## src/rtl/t1ya_pkg.sv

```systemverilog
package t1ya_pkg;
   typedef enum logic {
      RULE_SF  = 1'b0,
      RULE_ESF = 1'b1
   } rule_e;

   localparam int unsigned BYTE_W      = 8;
   localparam int unsigned ALARM_BIT   = 6;   // second bit received, MSB first
   localparam int unsigned CODE_W      = 16;
   localparam logic [15:0] CODE_WORD   = 16'h00FF;
endpackage

```

## src/rtl/t1ya_sf_det.sv

```systemverilog
module t1ya_sf_det
   import t1ya_pkg::*;
#(
   parameter int unsigned NUM_CH     = 24,
   parameter int unsigned CH_IDX_W   = 5,
   parameter int unsigned SET_FRAMES = 4800,
   parameter int unsigned REL_FRAMES = 1600
) (
   input  logic                clk_i,
   input  logic                rst_i,
   input  logic                en_i,
   input  logic                ch_valid_i,
   input  logic [CH_IDX_W-1:0] ch_idx_i,
   input  logic [BYTE_W-1:0]   ch_byte_i,
   input  logic                frm_strobe_i,
   output logic                alarm_o
);
   localparam int unsigned SET_W = $clog2(SET_FRAMES + 1);
   localparam int unsigned REL_W = $clog2(REL_FRAMES + 1);

   logic              clr;
   logic [NUM_CH-1:0] seen_q;
   logic              hit_bad;
   logic              bad_q;
   logic              frame_ok;
   logic [SET_W-1:0]  set_cnt_q;
   logic [REL_W-1:0]  rel_cnt_q;
   logic              alarm_q;

   assign clr     = rst_i || !en_i;
   assign hit_bad = ch_valid_i && (32'(ch_idx_i) < NUM_CH) && ch_byte_i[ALARM_BIT];

   generate
      for (genvar c = 0; c < NUM_CH; c++) begin : g_seen
         logic hit;
         assign hit = ch_valid_i && (32'(ch_idx_i) == c);
         always_ff @(posedge clk_i) begin
            if (clr)               seen_q[c] <= 1'b0;
            else if (frm_strobe_i) seen_q[c] <= hit;
            else if (hit)          seen_q[c] <= 1'b1;
         end
      end
   endgenerate

   always_ff @(posedge clk_i) begin
      if (clr)               bad_q <= 1'b0;
      else if (frm_strobe_i) bad_q <= hit_bad;
      else if (hit_bad)      bad_q <= 1'b1;
   end

   assign frame_ok = (&seen_q) && !bad_q;

   always_ff @(posedge clk_i) begin
      if (clr) begin
         set_cnt_q <= '0;
         rel_cnt_q <= '0;
         alarm_q   <= 1'b0;
      end else if (frm_strobe_i) begin
         if (!alarm_q) begin
            rel_cnt_q <= '0;
            if (!frame_ok) begin
               set_cnt_q <= '0;
            end else if (32'(set_cnt_q) == SET_FRAMES - 1) begin
               set_cnt_q <= '0;
               alarm_q   <= 1'b1;
            end else begin
               set_cnt_q <= set_cnt_q + 1'b1;
            end
         end else begin
            set_cnt_q <= '0;
            if (frame_ok) begin
               rel_cnt_q <= '0;
            end else if (32'(rel_cnt_q) == REL_FRAMES - 1) begin
               rel_cnt_q <= '0;
               alarm_q   <= 1'b0;
            end else begin
               rel_cnt_q <= rel_cnt_q + 1'b1;
            end
         end
      end
   end

   assign alarm_o = alarm_q;

   // the flag can only rise at a frame close
   a_r3_rise_at_strobe : assert property (@(posedge clk_i) disable iff (rst_i)
      $rose(alarm_q) |-> $past(frm_strobe_i));
   // the flag can only fall at a frame close or when the detector is parked
   a_r5_fall_at_strobe : assert property (@(posedge clk_i) disable iff (rst_i)
      $fell(alarm_q) |-> ($past(frm_strobe_i) || $past(!en_i)));
   // set count stays inside its window
   a_r4_set_bound : assert property (@(posedge clk_i) disable iff (rst_i)
      32'(set_cnt_q) < SET_FRAMES);
   // release count stays inside its window and is idle without an alarm
   a_r5_rel_idle : assert property (@(posedge clk_i) disable iff (rst_i)
      (32'(rel_cnt_q) < REL_FRAMES) && (!alarm_q -> rel_cnt_q == '0));
endmodule

```

## src/rtl/t1ya_esf_det.sv

```systemverilog
module t1ya_esf_det
   import t1ya_pkg::*;
#(
   parameter int unsigned       PAT_W   = CODE_W,
   parameter logic [PAT_W-1:0]  PATTERN = CODE_WORD
) (
   input  logic clk_i,
   input  logic rst_i,
   input  logic en_i,
   input  logic fdl_valid_i,
   input  logic fdl_bit_i,
   output logic alarm_o
);
   localparam int unsigned FILL_W = $clog2(PAT_W + 1);

   logic              clr;
   logic [PAT_W-1:0]  shr_q;
   logic [PAT_W-1:0]  shr_nx;
   logic [FILL_W-1:0] fill_q;
   logic              full_nx;
   logic              alarm_q;

   assign clr     = rst_i || !en_i;
   assign shr_nx  = {shr_q[PAT_W-2:0], fdl_bit_i};
   assign full_nx = (32'(fill_q) >= PAT_W - 1);

   always_ff @(posedge clk_i) begin
      if (clr) begin
         shr_q   <= '0;
         fill_q  <= '0;
         alarm_q <= 1'b0;
      end else if (fdl_valid_i) begin
         shr_q   <= shr_nx;
         if (32'(fill_q) < PAT_W) fill_q <= fill_q + 1'b1;
         alarm_q <= full_nx && (shr_nx == PATTERN);
      end
   end

   assign alarm_o = alarm_q;

   // no valid bit, no change
   a_r8_hold_idle : assert property (@(posedge clk_i) disable iff (rst_i)
      (!$past(fdl_valid_i) && $past(en_i)) |-> $stable(alarm_q));
   // an active flag always matches a full window holding the code word
   a_r7_flag_has_code : assert property (@(posedge clk_i) disable iff (rst_i)
      alarm_q |-> ((shr_q == PATTERN) && (32'(fill_q) == PAT_W)));
endmodule

```

## src/rtl/t1_yellow_det.sv

```systemverilog
module t1_yellow_det
   import t1ya_pkg::*;
#(
   parameter int unsigned NUM_CH     = 24,
   parameter int unsigned CH_IDX_W   = 5,
   parameter int unsigned SET_FRAMES = 4800,
   parameter int unsigned REL_FRAMES = 1600
) (
   input  logic                clk_i,
   input  logic                rst_i,
   input  logic                mode_i,
   input  logic                ch_valid_i,
   input  logic [CH_IDX_W-1:0] ch_idx_i,
   input  logic [7:0]          ch_byte_i,
   input  logic                frm_strobe_i,
   input  logic                fdl_valid_i,
   input  logic                fdl_bit_i,
   output logic                alarm_o
);
   generate
      if (NUM_CH < 1 || (1 << CH_IDX_W) < NUM_CH) begin : g_bad_ch
         $error("channel count does not fit the index width");
      end
      if (SET_FRAMES < 1 || REL_FRAMES < 1) begin : g_bad_tmr
         $error("frame thresholds must be at least one");
      end
   endgenerate

   logic sf_en;
   logic esf_en;
   logic sf_alarm;
   logic esf_alarm;

   assign sf_en  = (rule_e'(mode_i) == RULE_SF);
   assign esf_en = (rule_e'(mode_i) == RULE_ESF);

   t1ya_sf_det #(
      .NUM_CH     (NUM_CH),
      .CH_IDX_W   (CH_IDX_W),
      .SET_FRAMES (SET_FRAMES),
      .REL_FRAMES (REL_FRAMES)
   ) sf_i (
      .clk_i        (clk_i),
      .rst_i        (rst_i),
      .en_i         (sf_en),
      .ch_valid_i   (ch_valid_i),
      .ch_idx_i     (ch_idx_i),
      .ch_byte_i    (ch_byte_i),
      .frm_strobe_i (frm_strobe_i),
      .alarm_o      (sf_alarm)
   );

   t1ya_esf_det #(
      .PAT_W   (CODE_W),
      .PATTERN (CODE_WORD)
   ) esf_i (
      .clk_i       (clk_i),
      .rst_i       (rst_i),
      .en_i        (esf_en),
      .fdl_valid_i (fdl_valid_i),
      .fdl_bit_i   (fdl_bit_i),
      .alarm_o     (esf_alarm)
   );

   assign alarm_o = esf_en ? esf_alarm : sf_alarm;

   // a parked detector stays quiet
   a_r10_sf_parked : assert property (@(posedge clk_i) disable iff (rst_i)
      ($past(mode_i) && mode_i) |-> !sf_alarm);
   a_r10_esf_parked : assert property (@(posedge clk_i) disable iff (rst_i)
      (!$past(mode_i) && !mode_i) |-> !esf_alarm);
   // output low right after reset
   a_r1_reset_low : assert property (@(posedge clk_i)
      $past(rst_i) |-> !alarm_o);
endmodule

```

## config.mk

```make
export PLATFORM = sky130hd
export DESIGN_NAME = t1_yellow_det
export DESIGN_NICKNAME = d
export VERILOG_FILES = /design/src/rtl/t1ya_pkg.sv /design/src/rtl/t1ya_sf_det.sv /design/src/rtl/t1ya_esf_det.sv /design/src/rtl/t1_yellow_det.sv
export SDC_FILE = /design/constraint.sdc
export NUM_CORES = 1
export LEC_CHECK = 0
export ABC_AREA = 0
export BUFFER_PORTS_ARGS = -buffer_cell sky130_fd_sc_hd__buf_2
export CORE_MARGIN = 1.5
export CORE_UTILIZATION = 60
export DETAILED_ROUTE_END_ITERATION = 10
export GPL_ROUTABILITY_DRIVEN = 0
export PLACE_DENSITY = 0.79
export SKIP_CTS_REPAIR_TIMING = 1
export SLEW_MARGIN = 20
export SYNTH_ARGS = -nofsm -noshare
export SYNTH_HDL_FRONTEND = slang
export SYNTH_HIERARCHICAL = 1
export SYNTH_SLANG_ARGS = --single-unit
```

## constraint.sdc

```tcl
create_clock -name clk_i -period 4.1 [get_ports clk_i]
set_input_delay 0.41 -clock clk_i [delete_from_list [all_inputs] [get_ports clk_i]]
set_output_delay 0.41 -clock clk_i [all_outputs]
set_load 0.02 [all_outputs]
```

## Word level (Yosys, flattened, before mapping)

Index checks and enable logic that the tools add are counted.

- Reductions and logical operators: 60
- Add/sub/neg operators: 3
- $lt $le $gt $ge: 3
- Mux-type cells: 62
- Equality and inequality tests: 26

Operators by type and width:

| operator | number |
|---|---|
| $mux W1 | 56 |
| $reduce_bool A2 Y1 | 25 |
| $eq A5 B4 Y1 const B | 8 |
| $eq A5 B5 Y1 const B | 8 |
| $mux W13 | 3 |
| $mux W11 | 3 |
| $logic_and A1 B1 Y1 | 28 |
| $reduce_and A24 Y1 | 1 |
| $eq A5 B3 Y1 const B | 4 |
| $eq A16 B8 Y1 const B | 1 |
| $add A13 B1 Y13 const B | 1 |
| $eq A13 B13 Y1 const B | 1 |
| $add A11 B1 Y11 const B | 1 |
| $eq A11 B11 Y1 const B | 1 |
| $eq A5 B2 Y1 const B | 2 |
| $lt A5 B5 Y1 const B | 2 |
| $add A5 B1 Y5 const B | 1 |
| $eq A5 B1 Y1 const B | 1 |
| $ge A5 B4 Y1 const B | 1 |
| $logic_not A5 Y1 | 1 |
| $logic_not A1 Y1 | 2 |
| $logic_or A1 B1 Y1 | 2 |
| $reduce_and A2 Y1 | 1 |

- Word-level logic and storage cells: 185
- Output and inout port bits: 1
- Bits in registers: 71
- Bits of input ports: 20

## Longest topological paths before layout

Gate-level depths: netlist of the first run.

- Word-level depth: 5
- Gate-level depth with buffers: 7
- Mapped depth without buffers: 6

## Hierarchy

Netlist of the first run, hierarchy kept.

Modules (own cells, without submodules):

| module | area each (um^2) | seq. area each (um^2) | cells each | times used |
|---|---|---|---|---|
| t1ya_sf_det | 2283.4 | 1001.0 | 270 | 1 |
| t1ya_esf_det | 850.8 | 420.4 | 87 | 1 |
| t1_yellow_det | 18.8 | 0.0 | 2 | 1 |

## Worst setup path before layout of the first run

Ideal clock, no wire load.

- Path type: reg2reg
- Start point: register sf_i.seen_q[14]
- End point: register sf_i.alarm_q (netlist: sf_i/alarm_o)
- Required time: 4.027 ns
- Buffers on the path: 0
- Setup slack: 2.218 ns
- Period minus slack after synthesis: 1.882 ns
- Library setup time: 0.073 ns
- Arrival time: 1.809 ns
- Stages on the path, launching flop included: 6
- Cell sequence: dfxtp_1 -> nand4_1 -> or4_4 -> or4_4 -> and3_1 -> nor3_2

- Cells in the longest elaborated chain, start to end: 4
- Elaborated cells between the ends (all ways): 5
- Classes of those cells: mux: 3; reduce/logical: 2

RTL lines:

| element | RTL line | text |
|---|---|---|
| start: declaration | t1ya_sf_det.sv:22 | `logic [NUM_CH-1:0] seen_q;` |
| start signal: indexed assignment | t1ya_sf_det.sv:39 | `else if (frm_strobe_i) seen_q[c] <= hit;` |
| $reduce_and A24 Y1 (*) | t1ya_sf_det.sv:51 | `assign frame_ok = (&seen_q) && !bad_q;` |
| $logic_and A1 B1 Y1 (*) | t1ya_sf_det.sv:51 |  |
| $mux W1, on equally long branches | t1ya_sf_det.sv:61, t1ya_sf_det.sv:71 |  |
| $mux W1 (*) | t1ya_sf_det.sv:59 | `if (!alarm_q) begin` |
| end signal: assignment | t1ya_sf_det.sv:57 | `alarm_q <= 1'b0;` |
| end signal: assignment | t1ya_sf_det.sv:65 | `alarm_q <= 1'b1;` |
| end signal: assignment | t1ya_sf_det.sv:75 | `alarm_q <= 1'b0;` |
| end: declaration | t1ya_sf_det.sv:28 | `logic alarm_q;` |

Mark *: on every way between the ends. The rest lies on a longest branch, timed or not.
A chain may end at the register's enable or synchronous reset.

## Worst setup path after layout of the first run

- Start point: register sf_i.seen_q[4]
- End point: register sf_i.set_cnt_q[11]

- Cells in the longest elaborated chain, start to end: 4

RTL lines:

| element | RTL line | text |
|---|---|---|
| $reduce_and A24 Y1 | t1ya_sf_det.sv:51 |  |
| $logic_and A1 B1 Y1 | t1ya_sf_det.sv:51 |  |
| $mux W13 | t1ya_sf_det.sv:61 | `if (!frame_ok) begin` |
| $mux W13 | t1ya_sf_det.sv:59 |  |
| end signal: assignment | t1ya_sf_det.sv:67 | `set_cnt_q <= set_cnt_q + 1'b1;` |
| end: declaration | t1ya_sf_det.sv:26 | `logic [SET_W-1:0] set_cnt_q;` |

Every way passes these cells.

==> results of run 1 <==
worst min-delay path, stage by stage:
cell and delay, ps:
sky130_fd_sc_hd__buf_2 100, sky130_fd_sc_hd__mux2i_1 60, sky130_fd_sc_hd__nor2_1 70
state kept, by name, summed over array words and instances, names as in the netlist:
signal	cells
sf_i/rel_cnt_q	11
sf_i/bad_q	1
sf_i/seen_q	24
sf_i/alarm_o	1
esf_i/fill_q	5
sf_i/set_cnt_q	13
esf_i/shr_q	15
esf_i/alarm_o	1
power by group through the flow:
stage	combinational [W]	sequential (W)	clock, W
CTS	0.0000551	0.000693	0.000588
floorplan	0.0000390	0.000709	0
global route	0.0000608	0.000693	0.000618
global placement	0.0000545	0.000709	0
detailed placement	0.0000552	0.000709	0
finish	0.0000555	0.000693	0.000583
logic make-up (layout without fill, tap and decap cells):
| group | Yosys count | after routing | share of synthesized area |
|---|---|---|---|
| DFF | 71 | 71 | 0.451 |
| AOI/OAI and AO/OA | 68 | 68 | 0.153 |
| adders and majority gates | 4 | 4 | 0.0159 |
| muxes | 15 | 15 | 0.0492 |
| and+or+nand+nor | 169 | 169 | 0.275 |
| xor gates and xnor gates | 9 | 9 | 0.0250 |
| buffers and inverters | 23 | 36 | 0.0313 |
path summary, 6_finish.rpt:
kind                           from                 end  depth (start not counted)
setup reg to reg     sf_i/seen_q[4]  sf_i/set_cnt_q[11]                          5
hold / removal            fdl_bit_i      esf_i/shr_q[0]                          3
hold reg to reg   sf_i/set_cnt_q[1]   sf_i/set_cnt_q[1]                          2
setup / recovery     sf_i/seen_q[4]  sf_i/set_cnt_q[11]                          5
cell usage in the layout (no fill, tap or decap), types with 4 or more instances in the layout:
master,Yosys,layout
sky130_fd_sc_hd__dfxtp_1,71,71
sky130_fd_sc_hd__nor2_1,60,60
sky130_fd_sc_hd__nand2_1,26,26
sky130_fd_sc_hd__a22oi_1,24,24
sky130_fd_sc_hd__a21oi_1,15,15
sky130_fd_sc_hd__mux2i_1,14,14
sky130_fd_sc_hd__nand3_1,14,14
sky130_fd_sc_hd__buf_2,1,13
sky130_fd_sc_hd__clkbuf_8,0,12
sky130_fd_sc_hd__and3_1,9,9
sky130_fd_sc_hd__nand4_1,9,9
sky130_fd_sc_hd__nand2b_1,7,7
sky130_fd_sc_hd__xor2_1,7,7
sky130_fd_sc_hd__nor3_1,7,7
sky130_fd_sc_hd__nor2b_1,6,6
sky130_fd_sc_hd__a41oi_1,6,6
sky130_fd_sc_hd__inv_1,5,5
sky130_fd_sc_hd__or3_1,5,5
sky130_fd_sc_hd__o21ai_1,5,5
sky130_fd_sc_hd__o21ai_0,4,4
sky130_fd_sc_hd__ha_1,4,4
sky130_fd_sc_hd__o31ai_1,4,4
stage by stage:
stage	power, W	std cells	area (um^2)
after floorplan	0.000748	359	3150
after global placement	0.000764	426	3240
after detailed placement	0.000764	426	3240
after CTS	0.00134	442	3450
after global routing	0.00137	442	3450
final	0.00133	442	3450
routing by layer:
metal / GRT usage / vias up
met5: 0 / -
met4: 0.0833 / 0
met3: 0.0595 / 9
met2: 0.390 / 37
met1: 0.298 / 1247
li1: - / 1316
cell type report:
class	count	area (um^2)
flip-flops and latches	71	1420
repair buffers	14	72.6
fillers	453	1630
clock buffers	13	169
inverters	6	22.5
well taps	70	87.6
clock inverters	3	40.0
multi-input cells	265	1630
==> flow_metrics.tcl, run 1 <==
set metrics [dict create \
    status "finished clean" \
    netlist.top_cell.by_area "sky130_fd_sc_hd__dfxtp_1" \
    post_route_cells_drive_above_1_share 0.102 \
    fin_skew_ps 7.45 \
    finalCritPeriodShare 0.587 \
    power.static_leakage_nw 1.17 \
    share_clk_of_total_power 0.438 \
    grt_antenna_before_repair 0 \
    path_delay_family "simple AND/OR/NAND/NOR gates" \
    syn_inst 359 \
    synth_async_sr_flop_share 0 \
    synth-seq-cells 71 \
    grt_overflow 0 \
    die_y_um 75.5 \
    diodes 0 \
    core_area_um2 5070 \
    max_freq_ghz 0.415 \
    post-place-ws_ps 1720 \
    p_sw_w 0.000295 \
    relSlewSlack 0.387 \
    tritoncts "yes" \
    critical_path_arrival_ps 2660 \
    yosys_most_used_dff "sky130_fd_sc_hd__dfxtp_1" \
    numPortBuffers 13 \
    detail_route.wirelength.met1_um 3020 \
    layout.nets 391 \
    netlist.area_leader.share 0.451 \
    clk_pin_slew_worst_paths_ps 70 \
    cp_cell_sequence "nand4_1 -> or4_1 -> a311oi_4 -> nand3_2 -> o31ai_1" \
    ios 21 \
    core.rowCount 26 \
    syn_nets 383 \
    start_kind "flop" \
    final-hold-violation-count 0 \
    timing.setup.critical_path_class "reg -> reg" \
    detail_route.wirelength_um 6190 \
    routed.top_layer "met4" \
    initial_core_util 0.621 \
    worst-path-buf-inv 0 \
    switching_share 0.222 \
    dp.final_hpwl_um 4160 \
    timing.critical_path.required_ps 4360 \
    hold_slack_ps 343 \
    dr.pass1.iters 4 \
    critical-path-max-stage-delay_ps 610 \
    synth_cell_type_count 50 \
    cap_viol_max_count 0 \
    post_synth_edffs 0 \
    slew_at_the_pin_with_the_worst_max_slew_slack_ps 917 \
    final_antenna_net_count 0 \
    cp-end-kind "flop" \
    die_width_um 75.5 \
    layout_setup_ws_ps 1690 \
    hold_path.class "in -> reg" \
    ir_worst_vdd_uv 285 \
    mapped_avg_cell_area_um2 8.78 \
    drt_first_iter_violations 181 \
    grt_setup_unrepaired "no" \
    worstSkewPairLatency_ps 340 \
    regToRegSetupSlack_ps 1690 \
    grt_first_pass_wirelength_um 10200 \
    share_comb_of_total_power 0.042 \
    cts-buffers-inserted 9 \
    fin_crit_ps 2410 \
    final_max_slew_viol_count 0 \
    post_synth_instance_area_um2 3150 \
    ys_seq_area_frac 0.451 \
    drcViolationCount 0 \
    internal_power_w 0.00104 \
    synth_top_cells_by_count "sky130_fd_sc_hd__dfxtp_1, sky130_fd_sc_hd__nor2_1, sky130_fd_sc_hd__nand2_1" \
    deepest_clock_path_buffer_count 2 \
    fin_util 0.679 \
    grt_max_degree 41 \
    avg_vias_per_cell 5.90 \
    wl_per_cell_um 14.0 \
    critical_path.slowest_cell "sky130_fd_sc_hd__or4_1" \
    layout-area-overhead-vs-synth_pct 9.29 \
    tritoncts_num_sinks 71 \
    yosys-top-cells-area "sky130_fd_sc_hd__dfxtp_1, sky130_fd_sc_hd__nor2_1, sky130_fd_sc_hd__a22oi_1, sky130_fd_sc_hd__mux2i_1, sky130_fd_sc_hd__nand2_1" \
    count_of_yosys_warnings_during_synthesis 6 \
    final.setup.tns_ps 0 \
    synth_most_common_cell "sky130_fd_sc_hd__dfxtp_1" \
    seq_power_share 0.521 \
    cts_root_buf "sky130_fd_sc_hd__clkbuf_8" \
    power.density_nw_per_um2 387 \
    first_global_vias 2354 \
    htree_levels 3 \
    vias 2609 \
    cp_max_fo 13 \
    setup_viol 0 \
    wl_met3_um 220 \
    total_global_routing_track_utilization 0.235 \
    route.met2.wl_um 2850 \
    fp.dieArea_um2 5700 \
]
(Power assumes the default switching activity.)
==> run 2: changes to the inputs <==
--- a/config.mk
+++ b/config.mk
@@ -8,10 +8,10 @@
 export ABC_AREA = 0
 export BUFFER_PORTS_ARGS = -buffer_cell sky130_fd_sc_hd__buf_2
 export CORE_MARGIN = 1.5
-export CORE_UTILIZATION = 60
+export CORE_UTILIZATION = 54
 export DETAILED_ROUTE_END_ITERATION = 10
 export GPL_ROUTABILITY_DRIVEN = 0
-export PLACE_DENSITY = 0.79
+export PLACE_DENSITY = 0.75
 export SKIP_CTS_REPAIR_TIMING = 1
 export SLEW_MARGIN = 20
 export SYNTH_ARGS = -nofsm -noshare
==> constraint.sdc (replaced) <==
create_clock -name clk_i -period 2.05 [get_ports clk_i]
set_input_delay 0.205 -clock clk_i [delete_from_list [all_inputs] [get_ports clk_i]]
set_output_delay 0.205 -clock clk_i [all_outputs]
set_load 0.02 [all_outputs]
==> run 2 against run 1 <==
Combinational power rose by 110%. Routed wire length rose by 0.26%. Critical endpoint is now sf_i/alarm_o. Count of clock-buffer cells in the layout is 3 lower. Sequential share of layout area decreased by 1.1 points. Via count grew 0.77%. Critical path type unchanged. Utilization shrank 4.3 points.
==> flow_metrics.tcl, run 2 (same netlist as run 1, synthesis figures left out) <==
set metrics [dict create \
    drt_first_iter_violations 251 \
    cts-buffers-inserted 9 \
    relSlewSlack 0.608 \
    largest_registers "sf_i/seen_q x24, esf_i/shr_q x15, sf_i/set_cnt_q x13" \
    grt_antenna_before_repair 0 \
    die_width_um 79.4 \
    deepest_clock_path_buffer_count 2 \
    finalCritPeriodShare 0.969 \
    layout.nets 404 \
    layout_commonest_cell "sky130_fd_sc_hd__dfxtp_1" \
    top_library_cells_by_usage_in_the_layout_fill_and_taps_aside "sky130_fd_sc_hd__dfxtp_1, sky130_fd_sc_hd__nor2_1, sky130_fd_sc_hd__nand2_1, sky130_fd_sc_hd__a22oi_1, sky130_fd_sc_hd__a21oi_1" \
    fin_skew_ps 6.98 \
    report.power.total_w 0.00268 \
    avg_vias_per_cell 5.78 \
    final.setup.tns_ps 0 \
    wl_per_cell_um 13.6 \
    numPortBuffers 13 \
    tritoncts "yes" \
    final-hold-violation-count 0 \
    initial_core_util 0.566 \
    worstSkewPairLatency_ps 330 \
    dr.pass1.iters 5 \
    layout-area-overhead-vs-synth_pct 12.4 \
    fp.dieArea_um2 6310 \
    timing.setup.critical_path_class "reg -> reg" \
    grt_overflow 0 \
    core.rowCount 27 \
    detail_route.wirelength_um 6210 \
    cap_viol_max_count 0 \
    total_global_routing_track_utilization 0.216 \
    grt_first_pass_wirelength_um 10700 \
    largest-register "sf_i/seen_q" \
    ios 21 \
    cp-end-kind "flop" \
    power.density_nw_per_um2 756 \
    core_area_um2 5570 \
    slew_at_the_pin_with_the_worst_max_slew_slack_ps 584 \
    power.static_leakage_nw 1.23 \
    largest_register_ff_count 24 \
    ir_worst_vdd_uv 746 \
    grt_setup_unrepaired "no" \
    start_kind "flop" \
    critical_path_arrival_ps 2250 \
    vias 2629 \
    dp.final_hpwl_um 4160 \
    grt_max_degree 36 \
    max_freq_ghz 0.504 \
    clk_pin_slew_worst_paths_ps 70 \
    htree_levels 3 \
    fin_util 0.636 \
    number_of_placed_instances_with_taps_included 441 \
    final_antenna_net_count 0 \
    tritoncts_num_sinks 71 \
    hold_path.class "in -> reg" \
    drcViolationCount 0 \
    fin_crit_ps 1990 \
    die_y_um 79.4 \
    fin_cells 455 \
    status "finished clean" \
    cts_root_buf "sky130_fd_sc_hd__clkbuf_8" \
    timing.critical_path.required_ps 2320 \
    first_global_vias 2376 \
    hold_slack_ps 130 \
    setup_viol 0 \
    diodes 0 \
    post_route_cells_drive_above_1_share 0.131 \
    cp_max_fo 5 \
    final_max_slew_viol_count 0 \
]
==> run 2: worst max-delay path, cell delays in order (launching register included) <==
cell and delay [ps]:
sky130_fd_sc_hd__dfxtp_1 340, sky130_fd_sc_hd__nand4_1 120, sky130_fd_sc_hd__or4_4 610, sky130_fd_sc_hd__or4_4 550, sky130_fd_sc_hd__and3_1 200, sky130_fd_sc_hd__nor3_2 90
==> run 2: layout make-up <==
class / count / area, um^2
fill: 466 / 2030
multi-input combinational: 265 / 1640
sequential: 71 / 1420
timing repair buffer: 27 / 170
clock buffer: 10 / 128
tap: 72 / 90.1
clock inverter: 4 / 72.6
inverter: 6 / 22.5
==> run 2: where the power goes <==
group	switching (W)	total [W]	internal (W)	leakage [nW]
clock network	0.000501	0.00117	0.000670	0.0982
logic	0.0000799	0.000119	0.0000391	0.556
registers	0.00000335	0.00139	0.00138	0.572
total	0.000585	0.00268	0.00209	1.23
==> run 2: worst paths after layout <==
path / from / end / cells after the start / slack (ps)
worst max-delay path: sf_i/seen_q[11] / sf_i/alarm_o / 5 / 60
worst min register to register: sf_i/bad_q / sf_i/bad_q / 2 / 470
worst max register to register: sf_i/seen_q[11] / sf_i/alarm_o / 5 / 60
worst min-delay path: fdl_bit_i / esf_i/shr_q[0] / 3 / 130
==> run 2: through the flow <==
step	instance area [um^2]	setup slack (ps)
2_1_floorplan	3150	168
3_3_place_gp	3340	117
3_5_place_dp	3340	94.4
4_1_cts	3540	58.5
5_1_grt	3540	3.17
6_report	3540	64.4
==> run 2: layer usage <==
metal,track usage,routed length [um],vias up
met5,0,0,-
met4,0.0807,46,0
met3,0.0571,306,6
met2,0.341,2860,61
met1,0.284,2990,1222
li1,-,-,1340
==> run 3: changes to the inputs <==
==> constraint.sdc (replaced) <==
create_clock -name clk_i -period 1.7 [get_ports clk_i]
set_input_delay 0.17 -clock clk_i [delete_from_list [all_inputs] [get_ports clk_i]]
set_output_delay 0.17 -clock clk_i [all_outputs]
set_load 0.02 [all_outputs]
==> run 3 against run 2 <==
The run now ends with setup timing left. Utilization up 6.8 points. Non-clock buffer count up 25. Critical path type unchanged. Cell area up 11%. Routed wire length up 22%. Combinational power up 38%. Clock power up 31%.
==> flow_metrics.tcl, run 3 (same netlist as run 1, synthesis figures left out) <==
set metrics [dict create \
    status "finished with violations" \
    violations "setup timing" \
    timing.hold.worst_path_depth 3 \
    cts-buffers-inserted 9 \
    timing.critical_path.required_ps 1960 \
    cp-end-kind "flop" \
    final-hold-violation-count 0 \
    layout.nets 429 \
    tritoncts "yes" \
    grt_max_degree 27 \
    regToRegSetupSlack_ps -270 \
    fin_cells 482 \
    final_max_slew_viol_count 0 \
    layout_commonest_cell "sky130_fd_sc_hd__nor2_1" \
    setup_viol 15 \
    deepest_clock_path_buffer_count 2 \
    vias 2868 \
    report.power.total_w 0.00337 \
    die_y_um 79.4 \
    numPortBuffers 13 \
    tritoncts_num_sinks 71 \
    cts_root_buf "sky130_fd_sc_hd__clkbuf_8" \
    top_library_cells_by_usage_in_the_layout_fill_and_taps_aside "sky130_fd_sc_hd__nor2_1, sky130_fd_sc_hd__dfxtp_1, sky130_fd_sc_hd__buf_4, sky130_fd_sc_hd__nand2_1, sky130_fd_sc_hd__a22oi_1" \
    critical_path.slowest_cell "sky130_fd_sc_hd__or4_4" \
    slew_at_the_pin_with_the_worst_max_slew_slack_ps 564 \
    worst_r2r_endpoint "sf_i/set_cnt_q[7]" \
    wl_per_cell_um 15.7 \
    path_delay_family "simple AND/OR/NAND/NOR gates" \
    grt_first_pass_wirelength_um 11800 \
    diodes 0 \
    relSlewSlack 0.623 \
    drcViolationCount 0 \
    largest_registers "sf_i/seen_q x24, esf_i/shr_q x15, sf_i/set_cnt_q x13" \
    ios 21 \
    total_global_routing_track_utilization 0.240 \
    first_global_vias 2573 \
    max_freq_ghz 0.507 \
    ir_worst_vdd_uv 1070 \
    cp_cell_sequence "nand4_1 -> or4_4 -> a311oi_4 -> buf_4 -> a41oi_1 -> o31ai_1" \
    post_route_cells_drive_above_1_share 0.273 \
    worstSkewPairLatency_ps 350 \
    dp.final_hpwl_um 4640 \
    fin_skew_ps 8.08 \
    multi_input_comb_area_um2 1770 \
    timing.reg2reg.worst_path_depth 6 \
    layout_setup_ws_ps -272 \
    timing.setup.critical_path_class "reg -> reg" \
    htree_levels 3 \
    grt_antenna_before_repair 0 \
    detail_route.wirelength_um 7590 \
    critical-path-max-stage-delay_ps 530 \
    core.rowCount 27 \
    layout.filler_cells 446 \
    min-delay-start "fdl_bit_i" \
    worst_hold_endpoint "esf_i/shr_q[0]" \
    hold_slack_ps 75.4 \
    dr.pass1.iters 5 \
    avg_vias_per_cell 5.95 \
    critical_path_arrival_ps 2230 \
    final_standard_cell_area_without_fillers_um2 3920 \
    power.density_nw_per_um2 859 \
    worst-path-buf-inv 1 \
    layout-area-overhead-vs-synth_pct 24.4 \
    sequential_cell_area_um2 1440 \
    drt_first_iter_violations 284 \
    cp_max_fo 6 \
    initial_core_util 0.566 \
    detailed_place.area_um2 3510 \
    largest_register_ff_count 24 \
    hold_path.class "in -> reg" \
    number_of_placed_instances_with_taps_included 460 \
    power.static_leakage_nw 1.39 \
    fp.dieArea_um2 6310 \
    final_antenna_net_count 0 \
    core_area_um2 5570 \
    cap_viol_max_count 0 \
    grt_overflow 0 \
    largest-register "sf_i/seen_q" \
    fin_crit_ps 1970 \
    finalCritPeriodShare 1.16 \
    clk_pin_slew_worst_paths_ps 80 \
    regToRegStartpoint "sf_i/seen_q[8]" \
    die_width_um 79.4 \
    grt_setup_unrepaired "yes" \
    start_kind "flop" \
]
## run 3: cell type report
| cell class | instances | area share |
|---|---|---|
| Tap cell | 72 | 0.0230 |
| Timing Repair Buffer | 52 | 0.0953 |
| Clock inverter | 7 | 0.0265 |
| Inverter | 6 | 0.00574 |
| Sequential cell | 71 | 0.367 |
| Multi-Input combinational cell | 265 | 0.451 |
| Clock buffer | 9 | 0.0316 |
## run 3: worst max path at each step
| stage | from | to | cells past startpoint |
|---|---|---|---|
| after detailed placement | sf_i/seen_q[22] | sf_i/set_cnt_q[9] | 6 |
| final | sf_i/seen_q[8] | sf_i/set_cnt_q[7] | 6 |
| after global placement | sf_i/seen_q[19] | sf_i/set_cnt_q[9] | 6 |
| after floorplan | sf_i/seen_q[19] | sf_i/alarm_o | 5 |
| after global routing | sf_i/seen_q[4] | sf_i/set_cnt_q[8] | 5 |
| after CTS | sf_i/seen_q[17] | sf_i/set_cnt_q[9] | 6 |
## run 3: through the flow
stage / worst slack, ps / util / setup TNS, ps
final: -272 / 0.704 / -3240
after detailed placement: -233 / 0.629 / -2390
after global routing: -330 / 0.704 / -4160
after global placement: -190 / 0.629 / -1670
after CTS: -269 / 0.670 / -2710
after floorplan: -129 / - / -1090
## run 3: tightest hold or removal path, delay by kind of cell
family | cells | cell delay, ps
buffers and inverters | 1 | 90
and+or+nand+nor | 1 | 70
muxes | 1 | 60
## run 3: routing by layer
| layer | wire, um | track usage | vias to the layer above |
|---|---|---|---|
| li1 | - | - | 1396 |
| met1 | 3400 | 0.308 | 1373 |
| met2 | 3700 | 0.378 | 85 |
| met3 | 359 | 0.0537 | 14 |
| met4 | 134 | 0.125 | 0 |
| met5 | 0 | 0 | - |
## run 3: where the power goes
group          switching, W  total [W]  internal, W  leakage, nW
logic              0.000108   0.000164    0.0000554        0.695
registers        0.00000387    0.00167      0.00167        0.580
clock network      0.000691    0.00153     0.000844        0.114
